[config.mk]
export PLATFORM = sky130hd
export DESIGN_NAME = netref_clk_sel
export DESIGN_NICKNAME = d
export VERILOG_FILES = /design/src/rtl/nref_pkg.sv /design/src/rtl/nref_regs.sv /design/src/rtl/nref_src_sel.sv /design/src/rtl/nref_div.sv /design/src/rtl/netref_clk_sel.sv
export SDC_FILE = /design/constraint.sdc
export NUM_CORES = 1
export LEC_CHECK = 0
export ABC_AREA = 1
export BUFFER_PORTS_ARGS = -buffer_cell sky130_fd_sc_hd__buf_2
export CAP_MARGIN = 10
export CORE_MARGIN = 2
export CORE_UTILIZATION = 35
export DETAILED_ROUTE_END_ITERATION = 12
export GPL_TIMING_DRIVEN = 1
export HOLD_SLACK_MARGIN = 0.12
export PLACE_DENSITY_LB_ADDON = 0.25
export SYNTH_ARGS = -nofsm -noshare
export SYNTH_HDL_FRONTEND = slang
export SYNTH_SLANG_ARGS = --single-unit
[constraint.sdc]
create_clock -name clk -period 2.5 [get_ports clk]
set_input_delay 0.25 -clock clk [delete_from_list [all_inputs] [get_ports clk]]
set_output_delay 0.25 -clock clk [all_outputs]
set_load 0.02 [all_outputs]
[src/rtl/nref_pkg.sv]
package nref_pkg;

  typedef enum logic [1:0] {
    NR_MODE_LOCAL = 2'b00,
    NR_MODE_L1IN  = 2'b01,
    NR_MODE_L2IN  = 2'b10,
    NR_MODE_BOTH  = 2'b11
  } nr_mode_e;

  typedef struct packed {
    nr_mode_e   mode;
    logic       dj_bypass;
    logic       invert;
    logic [3:0] src;
  } nr_ctrl_t;

  localparam logic [3:0] SRC_OSC_DIV = 4'b0000;
  localparam logic [3:0] SRC_OSC     = 4'b0001;
  localparam logic [3:0] SRC_LINE1   = 4'b0010;
  localparam logic [3:0] SRC_LINE2   = 4'b0011;

endpackage

[src/rtl/nref_regs.sv]
module nref_regs #(
  parameter int DW = 8
) (
  input  logic          clk,
  input  logic          rst,
  input  logic          wr,
  input  logic          addr,
  input  logic [DW-1:0] wdata,
  output logic [DW-1:0] rdata,
  output logic [7:0]    ctrl,
  output logic [DW-1:0] div_n
);

  always_ff @(posedge clk) begin
    if (rst) begin
      ctrl  <= '0;
      div_n <= '0;
      rdata <= '0;
    end else begin
      if (wr && !addr) ctrl  <= wdata[7:0];
      if (wr &&  addr) div_n <= wdata;
      rdata <= addr ? div_n : DW'(ctrl);
    end
  end

endmodule

[src/rtl/nref_src_sel.sv]
module nref_src_sel #(
  parameter int NUM_LREF  = 8,
  parameter int OSC_DIV_W = 3
) (
  input  logic                clk,
  input  logic                rst,
  input  logic                osc_in,
  input  logic                line1_in,
  input  logic                line2_in,
  input  logic [NUM_LREF-1:0] lref_in,
  input  logic [3:0]          src,
  input  logic                invert,
  output logic                sel_out
);
  import nref_pkg::*;

  localparam int LREF_SLOTS = 8;

  logic                 osc_d1;
  logic [OSC_DIV_W-1:0] osc_cnt;
  logic [LREF_SLOTS-1:0] lref_pad;
  logic                 raw;
  logic                 reserved;

  // free-running oscillator prescaler, advanced on each oscillator rise
  always_ff @(posedge clk) begin
    if (rst) begin
      osc_d1  <= 1'b0;
      osc_cnt <= '0;
    end else begin
      osc_d1 <= osc_in;
      if (osc_in && !osc_d1) osc_cnt <= osc_cnt + 1'b1;
    end
  end

  always_comb begin
    lref_pad = '0;
    lref_pad[NUM_LREF-1:0] = lref_in;
  end

  always_comb begin
    reserved = 1'b0;
    raw      = 1'b0;
    if (src[3]) begin
      raw = lref_pad[src[2:0]];
    end else begin
      case (src)
        SRC_OSC_DIV: raw = osc_cnt[OSC_DIV_W-1];
        SRC_OSC:     raw = osc_in;
        SRC_LINE1:   raw = line1_in;
        SRC_LINE2:   raw = line2_in;
        default:     reserved = 1'b1;
      endcase
    end
  end

  always_ff @(posedge clk) begin
    if (rst) sel_out <= 1'b0;
    else     sel_out <= reserved ? 1'b0 : (raw ^ invert);
  end

endmodule

[src/rtl/nref_div.sv]
module nref_div #(
  parameter int NW = 8
) (
  input  logic          clk,
  input  logic          rst,
  input  logic          din,
  input  logic [NW-1:0] n,
  output logic          dout
);

  logic          din_d;
  logic [NW-1:0] cnt;
  logic [NW-1:0] half;
  logic          pass;

  assign half = n >> 1;
  assign pass = (n < NW'(2));

  always_ff @(posedge clk) begin
    if (rst) begin
      din_d <= 1'b0;
      cnt   <= '0;
      dout  <= 1'b0;
    end else begin
      din_d <= din;
      if (din && !din_d) begin
        if (pass || cnt >= n - 1'b1) cnt <= '0;
        else                          cnt <= cnt + 1'b1;
      end
      dout <= pass ? din_d : (cnt < half);
    end
  end

endmodule

[src/rtl/netref_clk_sel.sv]
module netref_clk_sel #(
  parameter int NUM_LREF = 8,
  parameter int DIV_W    = 8
) (
  input  logic                clk,
  input  logic                rst,
  input  logic                reg_wr,
  input  logic                reg_addr,
  input  logic [DIV_W-1:0]    reg_wdata,
  output logic [DIV_W-1:0]    reg_rdata,
  input  logic                osc_in,
  input  logic                line1_in,
  input  logic                line2_in,
  input  logic [NUM_LREF-1:0] lref_in,
  input  logic                dj_from,
  output logic                dj_to,
  output logic                line1_oe,
  output logic                line1_out,
  output logic                line2_oe,
  output logic                line2_out,
  output logic                lsc_out
);
  import nref_pkg::*;

  logic [7:0]       ctrl_q;
  nr_ctrl_t         ctrl;
  logic [DIV_W-1:0] div_n;
  logic             sel_out;
  logic             dj_from_q;
  logic             div_in;
  logic             div_out;
  logic             lsc_d;

  assign ctrl = nr_ctrl_t'(ctrl_q);

  nref_regs #(.DW(DIV_W)) u_regs (
    .clk   (clk),
    .rst   (rst),
    .wr    (reg_wr),
    .addr  (reg_addr),
    .wdata (reg_wdata),
    .rdata (reg_rdata),
    .ctrl  (ctrl_q),
    .div_n (div_n)
  );

  nref_src_sel #(.NUM_LREF(NUM_LREF), .OSC_DIV_W(3)) u_sel (
    .clk      (clk),
    .rst      (rst),
    .osc_in   (osc_in),
    .line1_in (line1_in),
    .line2_in (line2_in),
    .lref_in  (lref_in),
    .src      (ctrl.src),
    .invert   (ctrl.invert),
    .sel_out  (sel_out)
  );

  assign div_in = ctrl.dj_bypass ? sel_out : dj_from_q;

  nref_div #(.NW(DIV_W)) u_div (
    .clk  (clk),
    .rst  (rst),
    .din  (div_in),
    .n    (div_n),
    .dout (div_out)
  );

  always_comb begin
    case (ctrl.mode)
      NR_MODE_LOCAL: lsc_d = sel_out;
      NR_MODE_L1IN:  lsc_d = line1_in;
      NR_MODE_L2IN:  lsc_d = line2_in;
      default:       lsc_d = div_out;
    endcase
  end

  always_ff @(posedge clk) begin
    if (rst) begin
      dj_from_q <= 1'b0;
      dj_to     <= 1'b0;
      line1_oe  <= 1'b0;
      line1_out <= 1'b0;
      line2_oe  <= 1'b0;
      line2_out <= 1'b0;
      lsc_out   <= 1'b0;
    end else begin
      dj_from_q <= dj_from;
      dj_to     <= sel_out & ~ctrl.dj_bypass;
      line1_oe  <= ctrl.mode[1];
      line1_out <= ctrl.mode[1] & div_out;
      line2_oe  <= ctrl.mode[0];
      line2_out <= ctrl.mode[0] & div_out;
      lsc_out   <= lsc_d;
    end
  end

endmodule

Word-level counts from Yosys, hierarchy flattened
Cells that the tools add are included.
{ "totals": {"ff_bits": 46, "input_bits": 24} }
{ "op_classes": {"add_sub_neg": 3, "order_cmp": 4, "eq_ne": 5, "muxes": 11, "bitwise": 5, "reduce_logical": 12} }
{ "op_table": {"columns": ["op", "n"], "rows": [
  ["$mux W8", 2],
  ["$add A8 B1 Y8 const B", 1],
  ["$eq A4 B2 Y1 const B", 2],
  ["$ge A8 B8 Y1", 1],
  ["$lt A8 B2 Y1 const B", 1],
  ["$lt A8 B7 Y1", 1],
  ["$sub A8 B1 Y8 const B", 1],
  ["$mux W1", 6],
  ["$eq A4 B1 Y1 const B", 1],
  ["$logic_and A1 B1 Y1", 4],
  ["$logic_not A4 Y1", 1],
  ["$lt A3 B4 Y1 const B", 1],
  ["$pmux W1 S4", 1],
  ["$reduce_or A4 Y1", 1],
  ["$add A3 B1 Y3 const B", 1],
  ["$and A1 B1 Y1", 3],
  ["$bmux W1 S3", 1],
  ["$logic_not A1 Y1", 3],
  ["$pmux W1 S3", 1],
  ["$eq A2 B1 Y1 const B", 1],
  ["$eq A2 B2 Y1 const B", 1],
  ["$logic_not A2 Y1", 1],
  ["$reduce_or A2 Y1", 1],
  ["$logic_or A1 B1 Y1", 1],
  ["2 further kinds", 2]
]} }

Longest topological paths before layout
{ "logic_depth": {"depth_word": 5, "ltp_mapped": 15} }

Modules after synthesis
From an unflattened synthesis, not the netlist that was laid out.
{ "unflattened": {"hier_cells": 368, "area_unflattened_um2": 2553.7} }
{ "modules_own_cells": {"columns": ["mod", "n_inst", "cells_per_inst", "area_each_um2", "seq_area_each_um2"], "rows": [
  ["nref_regs", 1, 124, 972.2, 480.5],
  ["nref_div", 1, 141, 948.4, 200.2],
  ["nref_src_sel", 1, 73, 394.1, 100.1],
  ["netref_clk_sel", 1, 30, 239.0, 140.1]
]} }

Worst setup path after synthesis
OpenSTA, ideal clock, no wires.
{ "synth_timing": {"path_type": "reg2reg", "from": "reg u_regs.div_n[2]", "to": "reg u_div.cnt[0]", "setup_ps": 70, "arrival_time_ps": 1769, "required_ps": 2430, "path_slack_ps": 661, "path_stages_with_launch": 13, "n_path_buf": 0, "path_cell_list": "dfxtp_1 nor2_1 nand4_1 nor3_1 xor2_1 ha_1 a21oi_1 nand2_1 nor2_2 nand2_1 nand2_1 nand2_2 a21oi_1"} }
{ "synth_via": {"elab_chain_len": 4, "word_cells_on_any_way": 5} }
{ "synth_rtl": {"columns": ["item", "line_no", "source"], "rows": [
  ["start, declared", "nref_regs.sv:11", "output logic [DW-1:0] div_n"],
  ["start signal, assigned", "nref_regs.sv:21", "if (wr && addr) div_n <= wdata;"],
  ["$sub A8 B1 Y8", "nref_div.sv:27", "if (pass || cnt >= n - 1'b1) cnt <= '0;"],
  ["$ge A8 B8 Y1", "nref_div.sv:27", null],
  ["$logic_or A1 B1 Y1 (*)", "nref_div.sv:27", null],
  ["$mux W8 (*)", "nref_div.sv:27", null],
  ["end signal, assigned", "nref_div.sv:28", "else cnt <= cnt + 1'b1;"],
  ["end, declared", "nref_div.sv:12", "logic [NW-1:0] cnt;"]
]} }
Every way passes the cells marked *; elsewhere a longest branch is shown, timed or not.
A chain may end at the register's enable or synchronous reset.

Worst setup path in the final report
Same ends and word-level chain as after synthesis.

==> impl_metrics.tcl <==
set metrics [dict create \
    outcome "finished, final reports clean" \
    critical-path-max-stage-delay_ns 0.36 \
    hold_violations 0 \
    die_area_sq_um 7546 \
    synth_top_area_cells "sky130_fd_sc_hd__dfxtp_1, sky130_fd_sc_hd__nand2_1, sky130_fd_sc_hd__ha_1" \
    leak_pwr_nw 1.351 \
    flow.area_growth_from_synthesis_pct 13.95 \
    global_route.usage.met2_pct 24.91 \
    ys_warnings 0 \
    setup.worst_path.class "reg -> reg" \
    routed_wire_length_per_instance_um 11.22 \
    setup_viol_count_final 0 \
    hold_slack_ns 0.1509 \
    drtAntennaViolNets 0 \
    wire_length_of_the_first_global_routing_pass_um 8852 \
    cts.sinks 46 \
    detail_route.wirelength_um 5061 \
    tritoncts_clock_tree "built" \
    worst-path-max-fanout 7 \
    final_min_period_over_clock_period_pct 84.87 \
    worst-endpoint-required_ns 2.74 \
    cp_cell_sequence "nor2_1, nand4_1, nor3_1, xor2_1, ha_1, a21oi_1, nand2_1, nor2_2, nand2_1, nand2_1, nand2_2, a21oi_1" \
    syn-instance-count 336 \
    finalNetCount 411 \
    timing.max_slew.rel_slack_pct 51.60 \
    avgViaCountPerCell 4.654 \
    antenna_cells_inserted 0 \
    mappedNetlistArea_sq_um 2404 \
    synth.largest_area_cell "sky130_fd_sc_hd__dfxtp_1" \
    post-cts-setup-buffer-count 0 \
    synthArstFlopShare_pct 0 \
    max_clock_freq_mhz 471.3 \
    synth_fp_nets 377 \
    cts_hold_buffers 0 \
    drive_gt1_share_pct 15.90 \
    number_of_remaining_drc_errors 0 \
    cts_root_buffer "sky130_fd_sc_hd__clkbuf_8" \
    cts_resized 0 \
    peakVddDrop_v 0.0004428 \
    worstSetupStartpointType "flip-flop" \
    cts_buffers 5 \
    maxSlewViolCount 0 \
    placement.io_buffers 37 \
    grt-ovfl-total 0 \
    design.core.area_sq_um 6719 \
    global_route.peak_usage_layer "met2" \
    cpMaxStageDelayCell "sky130_fd_sc_hd__dfxtp_1" \
    fraction_of_the_yosys_area_taken_by_sequential_cells_pct 38.31 \
    fin_tns_setup_ns 0 \
    synthesis.area_per_instance_sq_um 7.153 \
    finalPower_mw 1.584 \
    synth_enable_flop_cells 0 \
    clk_pin_slew_ns 0.10 \
    vias_in_the_first_global_route 1974 \
    drv_cap 0 \
    hold_path_class "in -> reg" \
    setup_repair_after_global_routing_missed_its_margin "false" \
    fp-row-count 30 \
    timing.clock.skew_ns 0.008619 \
    globalRouteTotalUtil_pct 14.45 \
    first_pass_iters 4 \
    synthFlopType "sky130_fd_sc_hd__dfxtp_1" \
    leading_cell_types_in_the_layout_fill_and_taps_excluded "sky130_fd_sc_hd__nand2_1, sky130_fd_sc_hd__inv_1, sky130_fd_sc_hd__dfxtp_1" \
    cp.arrival_ns 2.36 \
    detailedPlacementHpwl_um 3939 \
    synth_top_area_share_pct 38.31 \
    start_util_pct 35.77 \
    detailedRoute.firstIterationViolations 46 \
    worst_slew_pin_slew_ns 0.7253 \
    end_kind "flip-flop" \
    grt_antenna_before_repair 0 \
    layout_commonest_cell "sky130_fd_sc_hd__nand2_1" \
    finalCoreUtilization_pct 40.76 \
    horizontal_extent_of_the_die_um 86.87 \
    detailroute.via_count 2099 \
    synth_cell_type_count 26 \
    critical_path.most_common_cell "sky130_fd_sc_hd__nand2_1" \
    die_height_um 86.87 \
    cts.path.max_buffers 2 \
    groute.layer.met1.usage_pct 18.67 \
    top_level_ports 38 \
    clock_latency_ns 0.31 \
    post-route-min-period_ns 2.122 \
    clock_tree.htree_level_count 2 \
    globalplace.congestion 0.8163 \
    power_per_cell_area_nw_per_um2 578.4 \
    synth.ff_latch_count 46 \
    grt_use_met3_pct 2.938 \
    grt_start_max_net_pins 31 \
]
## report_power, final
part / switching (mW) / internal [mW]
Combinational: 0.178 / 0.108
Sequential: 0.0325 / 0.776
Clock: 0.282 / 0.207
Total: 0.493 / 1.09
## registers in the layout (all words and copies together), names as in the netlist, 3 cells and up
register,flops
u_regs.rdata,8
u_sel.osc_cnt,3
u_regs.ctrl,8
u_div.cnt,8
u_regs.div_n,8
## per-stage QoR
stage               worst slack [ns]  cell area, sq um  instances
finish                        0.3782              2739        451
global placement              0.4841              2643        443
detailed placement            0.3734              2643        443
CTS                           0.3475              2739        451
floorplan                     0.6608              2404        336
global route                  0.1187              2739        451
## critical path, delay by kind of cell, from the launching register on
kind                     cells  cell delay (ns)
AND/OR/NAND/NOR              8             0.95
flip-flops                   1             0.36
adder cells (fa/ha/maj)      1             0.27
AO/OA/AOI/OAI                2             0.31
XOR/XNOR                     1             0.17
## final cells by class
| class | instances | area, sq um |
|---|---|---|
| Tap cell | 80 | 100.1 |
| Fill cell | 712 | 3980 |
| Clock inverter | 3 | 27.53 |
| Timing Repair Buffer | 37 | 185.2 |
| Multi-Input combinational cell | 229 | 1242 |
| Sequential cell | 46 | 920.9 |
| Inverter | 51 | 193.9 |
| Clock buffer | 5 | 68.82 |
## metal layers
| layer | up-vias | wire, um |
|---|---|---|
| li1 | 1148 | - |
| met2 | 27 | 2486 |
| met3 | 4 | 142 |
| met1 | 920 | 2399 |
| met5 | - | 0 |
| met4 | 0 | 31 |
## cell families (layout without fill, tap and decap cells)
kind of cell	after synthesis	after routing	synth area share, %
AOI/OAI and AO/OA	71	71	15.10
DFF	46	46	38.31
adders and majority gates	17	17	8.849
buffers and inverters	61	96	9.995
xor gates and xnor gates	10	10	3.644
and+or+nand+nor	131	131	24.10
## worst paths after layout
check / from / to / slack [ns] / cells after the start
setup reg to reg: u_regs.div_n[2]$_SDFFE_PP0P_ / u_div.cnt[0]$_SDFFE_PP0P_ / 0.38 / 12
setup / recovery: u_regs.div_n[2]$_SDFFE_PP0P_ / u_div.cnt[0]$_SDFFE_PP0P_ / 0.38 / 12
hold / removal: dj_from / dj_from_q$_SDFF_PP0_ / 0.15 / 3
hold reg to reg: u_div.dout$_SDFF_PP0_ / line2_out$_SDFF_PP0_ / 0.45 / 2
## cells in the mapped netlist (2+ instances only)
cell and n:
sky130_fd_sc_hd__nand2_1 69, sky130_fd_sc_hd__inv_1 48, sky130_fd_sc_hd__dfxtp_1 46, sky130_fd_sc_hd__a21oi_1 36, sky130_fd_sc_hd__o21ai_0 32, sky130_fd_sc_hd__nor2_1 26, sky130_fd_sc_hd__nand3_1 18, sky130_fd_sc_hd__ha_1 17
sky130_fd_sc_hd__xor2_1 8, sky130_fd_sc_hd__nor2_2 6, sky130_fd_sc_hd__nand4_1 5, sky130_fd_sc_hd__buf_2 4, sky130_fd_sc_hd__clkbuf_1 3, sky130_fd_sc_hd__nor3_1 3, sky130_fd_sc_hd__buf_1 2, sky130_fd_sc_hd__inv_2 2
sky130_fd_sc_hd__xnor2_1 2
Power figures use the tool's default switching activity.
